<file path="src/rtl/fci_pkg.sv">
package fci_pkg;

  typedef enum logic [3:0] {
    SQ_IDLE, SQ_UNL1, SQ_UNL2, SQ_PGM,
    SQ_ERS1, SQ_ERS2, SQ_ERS3,
    SQ_BYP, SQ_BYP_PGM, SQ_BYP_EXIT
  } seq_e;

  typedef enum logic [2:0] {
    OP_NONE, OP_PROG, OP_ERASE, OP_CHIP, OP_SUSP, OP_SUSP_PROG
  } op_e;

  typedef struct packed {
    logic prog;
    logic sect;
    logic chip;
    logic susp;
    logic resume;
  } req_t;

  localparam logic [7:0] CODE_KEY1    = 8'hAA;
  localparam logic [7:0] CODE_KEY2    = 8'h55;
  localparam logic [7:0] CODE_PROG    = 8'hA0;
  localparam logic [7:0] CODE_ERASE   = 8'h80;
  localparam logic [7:0] CODE_SECTOR  = 8'h30;
  localparam logic [7:0] CODE_CHIP    = 8'h10;
  localparam logic [7:0] CODE_BYPASS  = 8'h20;
  localparam logic [7:0] CODE_BYP_OUT = 8'h90;
  localparam logic [7:0] CODE_RESET   = 8'hF0;
  localparam logic [7:0] CODE_SUSPEND = 8'hB0;
  localparam logic [7:0] CODE_RESUME  = 8'h30;

endpackage

</file>
<file path="src/rtl/fci_strobe_cap.sv">
module fci_strobe_cap #(
  parameter int AW = 11,
  parameter int DW = 8,
  parameter int SYNC_STAGES = 2
) (
  input  logic          clk,
  input  logic          rst,
  input  logic          ce_n,
  input  logic          we_n,
  input  logic [AW-1:0] addr,
  input  logic [DW-1:0] data,
  output logic          wr_evt,
  output logic [AW-1:0] wr_addr,
  output logic [DW-1:0] wr_data
);
  localparam int SHW = SYNC_STAGES + 1;

  logic           strobe_n;
  logic [SHW-1:0] sh_q;
  logic           fall, rise;

  assign strobe_n = ce_n | we_n;

  always_ff @(posedge clk) begin
    if (rst) sh_q <= '1;
    else     sh_q <= {sh_q[SHW-2:0], strobe_n};
  end

  assign fall = sh_q[SHW-1] & ~sh_q[SHW-2];
  assign rise = ~sh_q[SHW-1] & sh_q[SHW-2];

  always_ff @(posedge clk) begin
    if (rst) begin
      wr_addr <= '0;
      wr_data <= '0;
      wr_evt  <= 1'b0;
    end else begin
      wr_evt <= rise;
      if (fall) wr_addr <= addr;
      if (rise) wr_data <= data;
    end
  end
endmodule

</file>
<file path="src/rtl/fci_decoder.sv">
module fci_decoder
  import fci_pkg::*;
#(
  parameter int AW = 11,
  parameter int DW = 8,
  parameter int SECT_SHIFT = 8,
  parameter int KEY_ADDR1 = 'h555,
  parameter int KEY_ADDR2 = 'h2AA
) (
  input  logic          clk,
  input  logic          rst,
  input  logic          wr_evt,
  input  logic [AW-1:0] wr_addr,
  input  logic [DW-1:0] wr_data,
  input  logic          prog_done,
  input  logic          erase_done,
  output req_t          req,
  output logic          idle_now,
  output logic          bypass_now,
  output logic          susp_now
);
  localparam int SW = AW - SECT_SHIFT;

  seq_e          seq_q, seq_n;
  op_e           op_q, op_n;
  logic [SW-1:0] ers_q, ers_n;

  logic [7:0]    code;
  logic          at_k1, at_k2, in_susp, in_byp;
  seq_e          home;

  assign code    = wr_data[7:0];
  assign at_k1   = (wr_addr == AW'(KEY_ADDR1));
  assign at_k2   = (wr_addr == AW'(KEY_ADDR2));
  assign in_susp = (op_q == OP_SUSP);
  assign in_byp  = (seq_q == SQ_BYP) || (seq_q == SQ_BYP_PGM) || (seq_q == SQ_BYP_EXIT);
  assign home    = in_byp ? SQ_BYP : SQ_IDLE;

  always_comb begin
    seq_n = seq_q;
    op_n  = op_q;
    ers_n = ers_q;
    req   = '0;
    if (wr_evt) begin
      case (op_q)
        OP_PROG, OP_SUSP_PROG, OP_CHIP: ;
        OP_ERASE: begin
          if (code == CODE_SUSPEND) begin
            req.susp = 1'b1;
            op_n     = OP_SUSP;
          end
        end
        default: begin
          if (seq_q == SQ_PGM || seq_q == SQ_BYP_PGM) begin
            seq_n = home;
            if (!(in_susp && wr_addr[AW-1:SECT_SHIFT] == ers_q)) begin
              req.prog = 1'b1;
              op_n     = in_susp ? OP_SUSP_PROG : OP_PROG;
            end
          end else if (code == CODE_RESET) begin
            seq_n = (seq_q == SQ_BYP_EXIT) ? SQ_IDLE : home;
          end else begin
            case (seq_q)
              SQ_IDLE: begin
                if (in_susp && code == CODE_RESUME) begin
                  req.resume = 1'b1;
                  op_n       = OP_ERASE;
                end else if (code == CODE_KEY1 && at_k1) begin
                  seq_n = SQ_UNL1;
                end
              end
              SQ_UNL1: seq_n = (code == CODE_KEY2 && at_k2) ? SQ_UNL2 : SQ_IDLE;
              SQ_UNL2: begin
                if (at_k1 && code == CODE_PROG)                     seq_n = SQ_PGM;
                else if (at_k1 && code == CODE_ERASE && !in_susp)   seq_n = SQ_ERS1;
                else if (at_k1 && code == CODE_BYPASS && !in_susp)  seq_n = SQ_BYP;
                else                                                seq_n = SQ_IDLE;
              end
              SQ_ERS1: seq_n = (code == CODE_KEY1 && at_k1) ? SQ_ERS2 : SQ_IDLE;
              SQ_ERS2: seq_n = (code == CODE_KEY2 && at_k2) ? SQ_ERS3 : SQ_IDLE;
              SQ_ERS3: begin
                seq_n = SQ_IDLE;
                if (code == CODE_SECTOR) begin
                  req.sect = 1'b1;
                  op_n     = OP_ERASE;
                  ers_n    = wr_addr[AW-1:SECT_SHIFT];
                end else if (code == CODE_CHIP && at_k1) begin
                  req.chip = 1'b1;
                  op_n     = OP_CHIP;
                end
              end
              SQ_BYP: begin
                if (code == CODE_PROG)         seq_n = SQ_BYP_PGM;
                else if (code == CODE_BYP_OUT) seq_n = SQ_BYP_EXIT;
              end
              SQ_BYP_EXIT: seq_n = SQ_BYP;
              default: seq_n = SQ_IDLE;
            endcase
          end
        end
      endcase
    end
    // engine completion takes precedence over a write decoded in the same cycle
    if (prog_done && op_q == OP_PROG)      op_n = OP_NONE;
    if (prog_done && op_q == OP_SUSP_PROG) op_n = OP_SUSP;
    if (erase_done && (op_q == OP_ERASE || op_q == OP_CHIP)) begin
      op_n     = OP_NONE;
      req.susp = 1'b0;
    end
  end

  always_ff @(posedge clk) begin
    if (rst) begin
      seq_q <= SQ_IDLE;
      op_q  <= OP_NONE;
      ers_q <= '0;
    end else begin
      seq_q <= seq_n;
      op_q  <= op_n;
      ers_q <= ers_n;
    end
  end

  assign idle_now   = (op_q == OP_NONE) || (op_q == OP_SUSP);
  assign bypass_now = in_byp;
  assign susp_now   = (op_q == OP_SUSP) || (op_q == OP_SUSP_PROG);
endmodule

</file>
<file path="src/rtl/fci_out_reg.sv">
module fci_out_reg
  import fci_pkg::*;
#(
  parameter int AW = 11,
  parameter int DW = 8
) (
  input  logic          clk,
  input  logic          rst,
  input  req_t          req,
  input  logic [AW-1:0] wr_addr,
  input  logic [DW-1:0] wr_data,
  input  logic          idle_now,
  input  logic          bypass_now,
  input  logic          susp_now,
  output req_t          req_q,
  output logic [AW-1:0] addr_q,
  output logic [DW-1:0] data_q,
  output logic          ready_q,
  output logic          bypass_q,
  output logic          susp_q
);
  always_ff @(posedge clk) begin
    if (rst) begin
      req_q    <= '0;
      addr_q   <= '0;
      data_q   <= '0;
      ready_q  <= 1'b1;
      bypass_q <= 1'b0;
      susp_q   <= 1'b0;
    end else begin
      req_q    <= req;
      ready_q  <= idle_now;
      bypass_q <= bypass_now;
      susp_q   <= susp_now;
      if (|req) begin
        addr_q <= wr_addr;
        data_q <= wr_data;
      end
    end
  end
endmodule

</file>
<file path="src/rtl/flash_cmd_if.sv">
module flash_cmd_if
  import fci_pkg::*;
#(
  parameter int AW = 11,
  parameter int DW = 8,
  parameter int SECT_SHIFT = 8,
  parameter int SYNC_STAGES = 2,
  parameter int KEY_ADDR1 = 'h555,
  parameter int KEY_ADDR2 = 'h2AA
) (
  input  logic          clk,
  input  logic          rst,
  input  logic          bus_ce_n,
  input  logic          bus_we_n,
  input  logic [AW-1:0] bus_addr,
  input  logic [DW-1:0] bus_data,
  input  logic          prog_done,
  input  logic          erase_done,
  output logic          prog_req,
  output logic          sect_erase_req,
  output logic          chip_erase_req,
  output logic          suspend_req,
  output logic          resume_req,
  output logic [AW-1:0] req_addr,
  output logic [DW-1:0] req_data,
  output logic          ready,
  output logic          bypass_active,
  output logic          erase_suspended
);
  logic          wr_evt;
  logic [AW-1:0] wr_addr;
  logic [DW-1:0] wr_data;
  req_t          req, req_q;
  logic          idle_now, bypass_now, susp_now;

  fci_strobe_cap #(.AW(AW), .DW(DW), .SYNC_STAGES(SYNC_STAGES)) u_cap (
    .clk(clk), .rst(rst), .ce_n(bus_ce_n), .we_n(bus_we_n),
    .addr(bus_addr), .data(bus_data),
    .wr_evt(wr_evt), .wr_addr(wr_addr), .wr_data(wr_data)
  );

  fci_decoder #(.AW(AW), .DW(DW), .SECT_SHIFT(SECT_SHIFT),
                .KEY_ADDR1(KEY_ADDR1), .KEY_ADDR2(KEY_ADDR2)) u_dec (
    .clk(clk), .rst(rst), .wr_evt(wr_evt), .wr_addr(wr_addr), .wr_data(wr_data),
    .prog_done(prog_done), .erase_done(erase_done), .req(req),
    .idle_now(idle_now), .bypass_now(bypass_now), .susp_now(susp_now)
  );

  fci_out_reg #(.AW(AW), .DW(DW)) u_out (
    .clk(clk), .rst(rst), .req(req), .wr_addr(wr_addr), .wr_data(wr_data),
    .idle_now(idle_now), .bypass_now(bypass_now), .susp_now(susp_now),
    .req_q(req_q), .addr_q(req_addr), .data_q(req_data),
    .ready_q(ready), .bypass_q(bypass_active), .susp_q(erase_suspended)
  );

  assign prog_req       = req_q.prog;
  assign sect_erase_req = req_q.sect;
  assign chip_erase_req = req_q.chip;
  assign suspend_req    = req_q.susp;
  assign resume_req     = req_q.resume;
endmodule

</file>
<file path="config.mk">
export PLATFORM = sky130hd
export DESIGN_NAME = flash_cmd_if
export DESIGN_NICKNAME = d
export VERILOG_FILES = /design/src/rtl/fci_pkg.sv /design/src/rtl/fci_strobe_cap.sv /design/src/rtl/fci_decoder.sv /design/src/rtl/fci_out_reg.sv /design/src/rtl/flash_cmd_if.sv
export SDC_FILE = /design/constraint.sdc
export NUM_CORES = 1
export LEC_CHECK = 0
export ABC_AREA = 1
export ABC_CLOCK_PERIOD_IN_PS = 1550
export CAP_MARGIN = 25
export CORE_MARGIN = 4
export CORE_UTILIZATION = 47
export DETAILED_ROUTE_END_ITERATION = 16
export GPL_TIMING_DRIVEN = 0
export PLACE_DENSITY = 0.77
export SLEW_MARGIN = 20
export SYNTH_ARGS = -nofsm -noshare
export SYNTH_HDL_FRONTEND = slang
export SYNTH_SLANG_ARGS = --single-unit
</file>
<file path="constraint.sdc">
create_clock -name clk -period 1.55 [get_ports clk]
set_input_delay 0.31 -clock clk [delete_from_list [all_inputs] [get_ports clk]]
set_output_delay 0.31 -clock clk [all_outputs]
set_load 0.005 [all_outputs]
</file>
==> impl_metrics.csv <==
group,metric,value,unit
timing,fin_crit,1740,ps
clock_network,clock_latency,350,ps
clock_network,clk_pin_slew_worst_paths,70,ps
layout,mostFrequentLayoutCells,"97 x nand2_1, 74 x nor2_1, 50 x clkdlybuf4s50_1, 47 x dfxtp_1, 45 x inv_1",
synthesis,yosysWarnings,0,
synthesis,syn_area_per_cell,6.52,sq um
hold_path,holdPathEnd,"u_cap.sh_q[1]$_SDFF_PP1_",
route,drt_iter0_markers,212,
global_routing,grt_usage,0.225,
setup_path,reg2reg_depth,15,
setup_path,setup.worst_path.start_class,"flop",
power,p_comb_frac,0.064,
die,die_area,7350,sq um
die,initial_core_util,0.483,
power,p_seq_frac,0.486,
layout,fin_nets,539,
power,p_per_area,811,nW/um^2
synthesis,synth-seq-cells,60,
timing,skew,12.9,ps
setup_path,cp-end-kind,"flop",
timing,slew_violations,0,
timing,finalSetupViolCount,25,
layout,final_common_cell,"nand2_1",
timing,setup_slack,-187,ps
hold_path,hold_start,"u_cap.sh_q[0]$_SDFF_PP1_",
setup_path,path_class,"flop to flop",
setup_path,critPathRequiredTime,1840,ps
clock_network,clock-sinks,60,
synthesis,syn-num-nets,461,
layout,area_growth,40.4,%
power,vdd_drop_max,0.591,mV
die,die_y,85.8,um
route,wl,7.95,mm
route,vias,3026,
place,placed_area,3470,sq um
timing,grt_setup_unrepaired,"yes",
setup_path,r2r_slack,-190,ps
route,drc,0,
global_routing,grt_pass1_wl,13.1,mm
die,row_count,28,
route,wl_per_cell,13.4,um
power,internal_power,2490,uW
timing,fmax,0.576,GHz
clock_network,cts_tree,"built",
synthesis,syn_area,2840,sq um
place,gp_congestion,0.924,
timing,finalHoldViolCount,0,
die,die_w,85.8,um
hold_path,whs_path_depth,1,
clock_network,postCtsHoldBufs,0,
die,num_io_pins,52,
power,power_switching,749,uW
place,pre_cts_ws,-286,ps
route,firstDrtPassIters,5,
synthesis,yosysSeqAreaShare,0.423,
timing,tightestPinTransition,476,ps
global_routing,grt-ovfl-total,0,
layout,layout-drive-gt1-share,0.204,
die,core_area,5890,sq um
setup_path,crit_fanout,9,
power,power_leakage,0.00173,uW
global_routing,antenna_found_initial,0,
place,portBuffers,51,
power,p_sw_frac,0.232,
place,dpl.hpwl,5.37,mm
synthesis,netlist_instances,436,
power,p_clk_frac,0.451,
job,drv_cap,0,
setup_path,r2r_end,"u_out.addr_q[4]$_SDFFE_PP0P_",
clock_network,numCtsBuffers,9,
timing,max_slew_margin,0.683,
timing,period_share,1.12,
synthesis,synth_cell_types,21,
hold_path,hold_path_class,"flop to flop",
global_routing,grt_pass1_vias,2892,
route,via_per_inst,5.09,
layout,antenna_cells,0,
global_routing,grt_max_degree,11,
setup_path,r2r-start,"u_cap.wr_data[1]$_SDFFE_PP0P_",
outcome,status,"complete, but fails checks",
route,ant_nets,0,
clock_network,htreeDepth,3,
outcome,failed_checks,"setup timing",
layout,fin_area,3990,sq um
setup_path,cp.arrival,2030,ps
clock_network,cts_buffer_depth,2,
clock_network,clock-root-buffer,"clkbuf_8",
stage by stage:
stage / util / hold WS, ps / std cells / setup TNS [ps] / power (uW)
2_1_floorplan: - / 389 / 436 / -0.484 / 1690
3_3_place_gp: 0.590 / 404 / 562 / -4590 / 1790
3_5_place_dp: 0.590 / 400 / 562 / -5540 / 1790
4_1_cts: 0.673 / 413 / 594 / -1610 / 3230
5_1_grt: 0.678 / 420 / 594 / -6230 / 3340
6_report: 0.678 / 415 / 594 / -3330 / 3230
logic make-up (layout without fill, tap and decap cells):
logic type | after synthesis | after routing | share of synthesized area
buffers and inverters | 66 | 149 | 0.0969
AO/OA/AOI/OAI | 61 | 61 | 0.108
flip-flops | 60 | 60 | 0.423
XOR/XNOR | 3 | 3 | 0.00925
AND/OR/NAND/NOR | 246 | 246 | 0.363
worst max-delay path by stage:
stage | start | endpoint | depth (start not counted)
2_1_floorplan | u_cap.wr_data[0]$_SDFFE_PP0P_ | u_out.addr_q[2]$_SDFFE_PP0P_ | 14
3_3_place_gp | u_dec.seq_q[2]$_SDFFE_PP0P_ | u_out.addr_q[9]$_SDFFE_PP0P_ | 11
3_5_place_dp | u_dec.seq_q[2]$_SDFFE_PP0P_ | u_out.addr_q[1]$_SDFFE_PP0P_ | 11
4_1_cts | u_cap.wr_data[3]$_SDFFE_PP0P_ | u_out.addr_q[8]$_SDFFE_PP0P_ | 15
5_1_grt | u_cap.wr_data[1]$_SDFFE_PP0P_ | u_out.addr_q[8]$_SDFFE_PP0P_ | 15
6_report | u_cap.wr_data[1]$_SDFFE_PP0P_ | u_out.addr_q[4]$_SDFFE_PP0P_ | 15
cell usage after synthesis:
cell type,number,share of area
a21oi_1,27,0.048
nand3_1,24,0.042
xor2_1,3,0.0092
nand2_2,3,0.0066
inv_1,50,0.066
nor2_4,3,0.012
dfxtp_1,60,0.42
o21ai_0,33,0.058
or2_2,1,0.0022
nand2_4,1,0.0040
a31oi_1,1,0.0022
inv_2,3,0.0040
nor3_1,7,0.012
buf_2,4,0.0070
nand3_2,2,0.0070
nor2_2,3,0.0066
nor2_1,96,0.13
nand4_1,4,0.0088
clkbuf_1,6,0.0079
nand2_1,102,0.13
buf_6,3,0.012
state kept, by name, summed over array words and instances (netlist names):
register	flops
u_cap.sh_q	3
u_dec.ers_q	3
u_cap.wr_evt	1
u_out.addr_q	11
u_cap.wr_data	8
u_dec.seq_q	4
u_out.data_q	8
u_out.ready_q	1
u_out.req_q	5
u_dec.op_q	3
u_out.susp_q	1
u_out.bypass_q	1
u_cap.wr_addr	11
power by group through the flow:
stage          sequential [uW]  clock (uW)  combinational (uW)
2_1_floorplan             1600           0                90.3
3_3_place_gp              1610           0                 180
3_5_place_dp              1610           0                 180
4_1_cts                   1570        1460                 199
5_1_grt                   1570        1550                 224
6_report                  1570        1460                 206
layer usage:
| metal | up-vias | track usage | wire length [um] |
|---|---|---|---|
| met5 | - | 0 | 0 |
| met4 | 0 | 0.102 | 228 |
| met3 | 24 | 0.0557 | 549 |
| met2 | 105 | 0.358 | 3670 |
| met1 | 1384 | 0.286 | 3510 |
| li1 | 1513 | - | - |
worst max-delay path: stages, from the launching register on:
cell	delay (ps)
dfxtp_2	340
nor2_4	150
nand2_2	90
inv_2	100
nand2_4	70
inv_4	70
nor2_4	40
nand2_4	80
nor2_4	50
nor2_2	110
nand3_2	80
buf_6	150
buf_4	150
nand2_1	50
nand2_1	50
nor2_1	80
timing repair:
item	in CTS	in global routing
pin swaps	17	4
endpoints found under the hold margin	0	0
cloned	1	0
setup buffers	15	0
setup endpoints to repair	26	30
gates resized for setup	54	11
final cells by class:
| cell class | count | area [sq um] |
|---|---|---|
| timing repair buffer | 67 | 637 |
| multi-input combinational | 310 | 1550 |
| buffer | 13 | 76.3 |
| tap | 75 | 93.8 |
| clock buffer | 13 | 159 |
| clock inverter | 3 | 45.0 |
| sequential | 60 | 1220 |
| inverter | 53 | 204 |
| fill | 472 | 1900 |
Power figures use the tool's default switching activity.
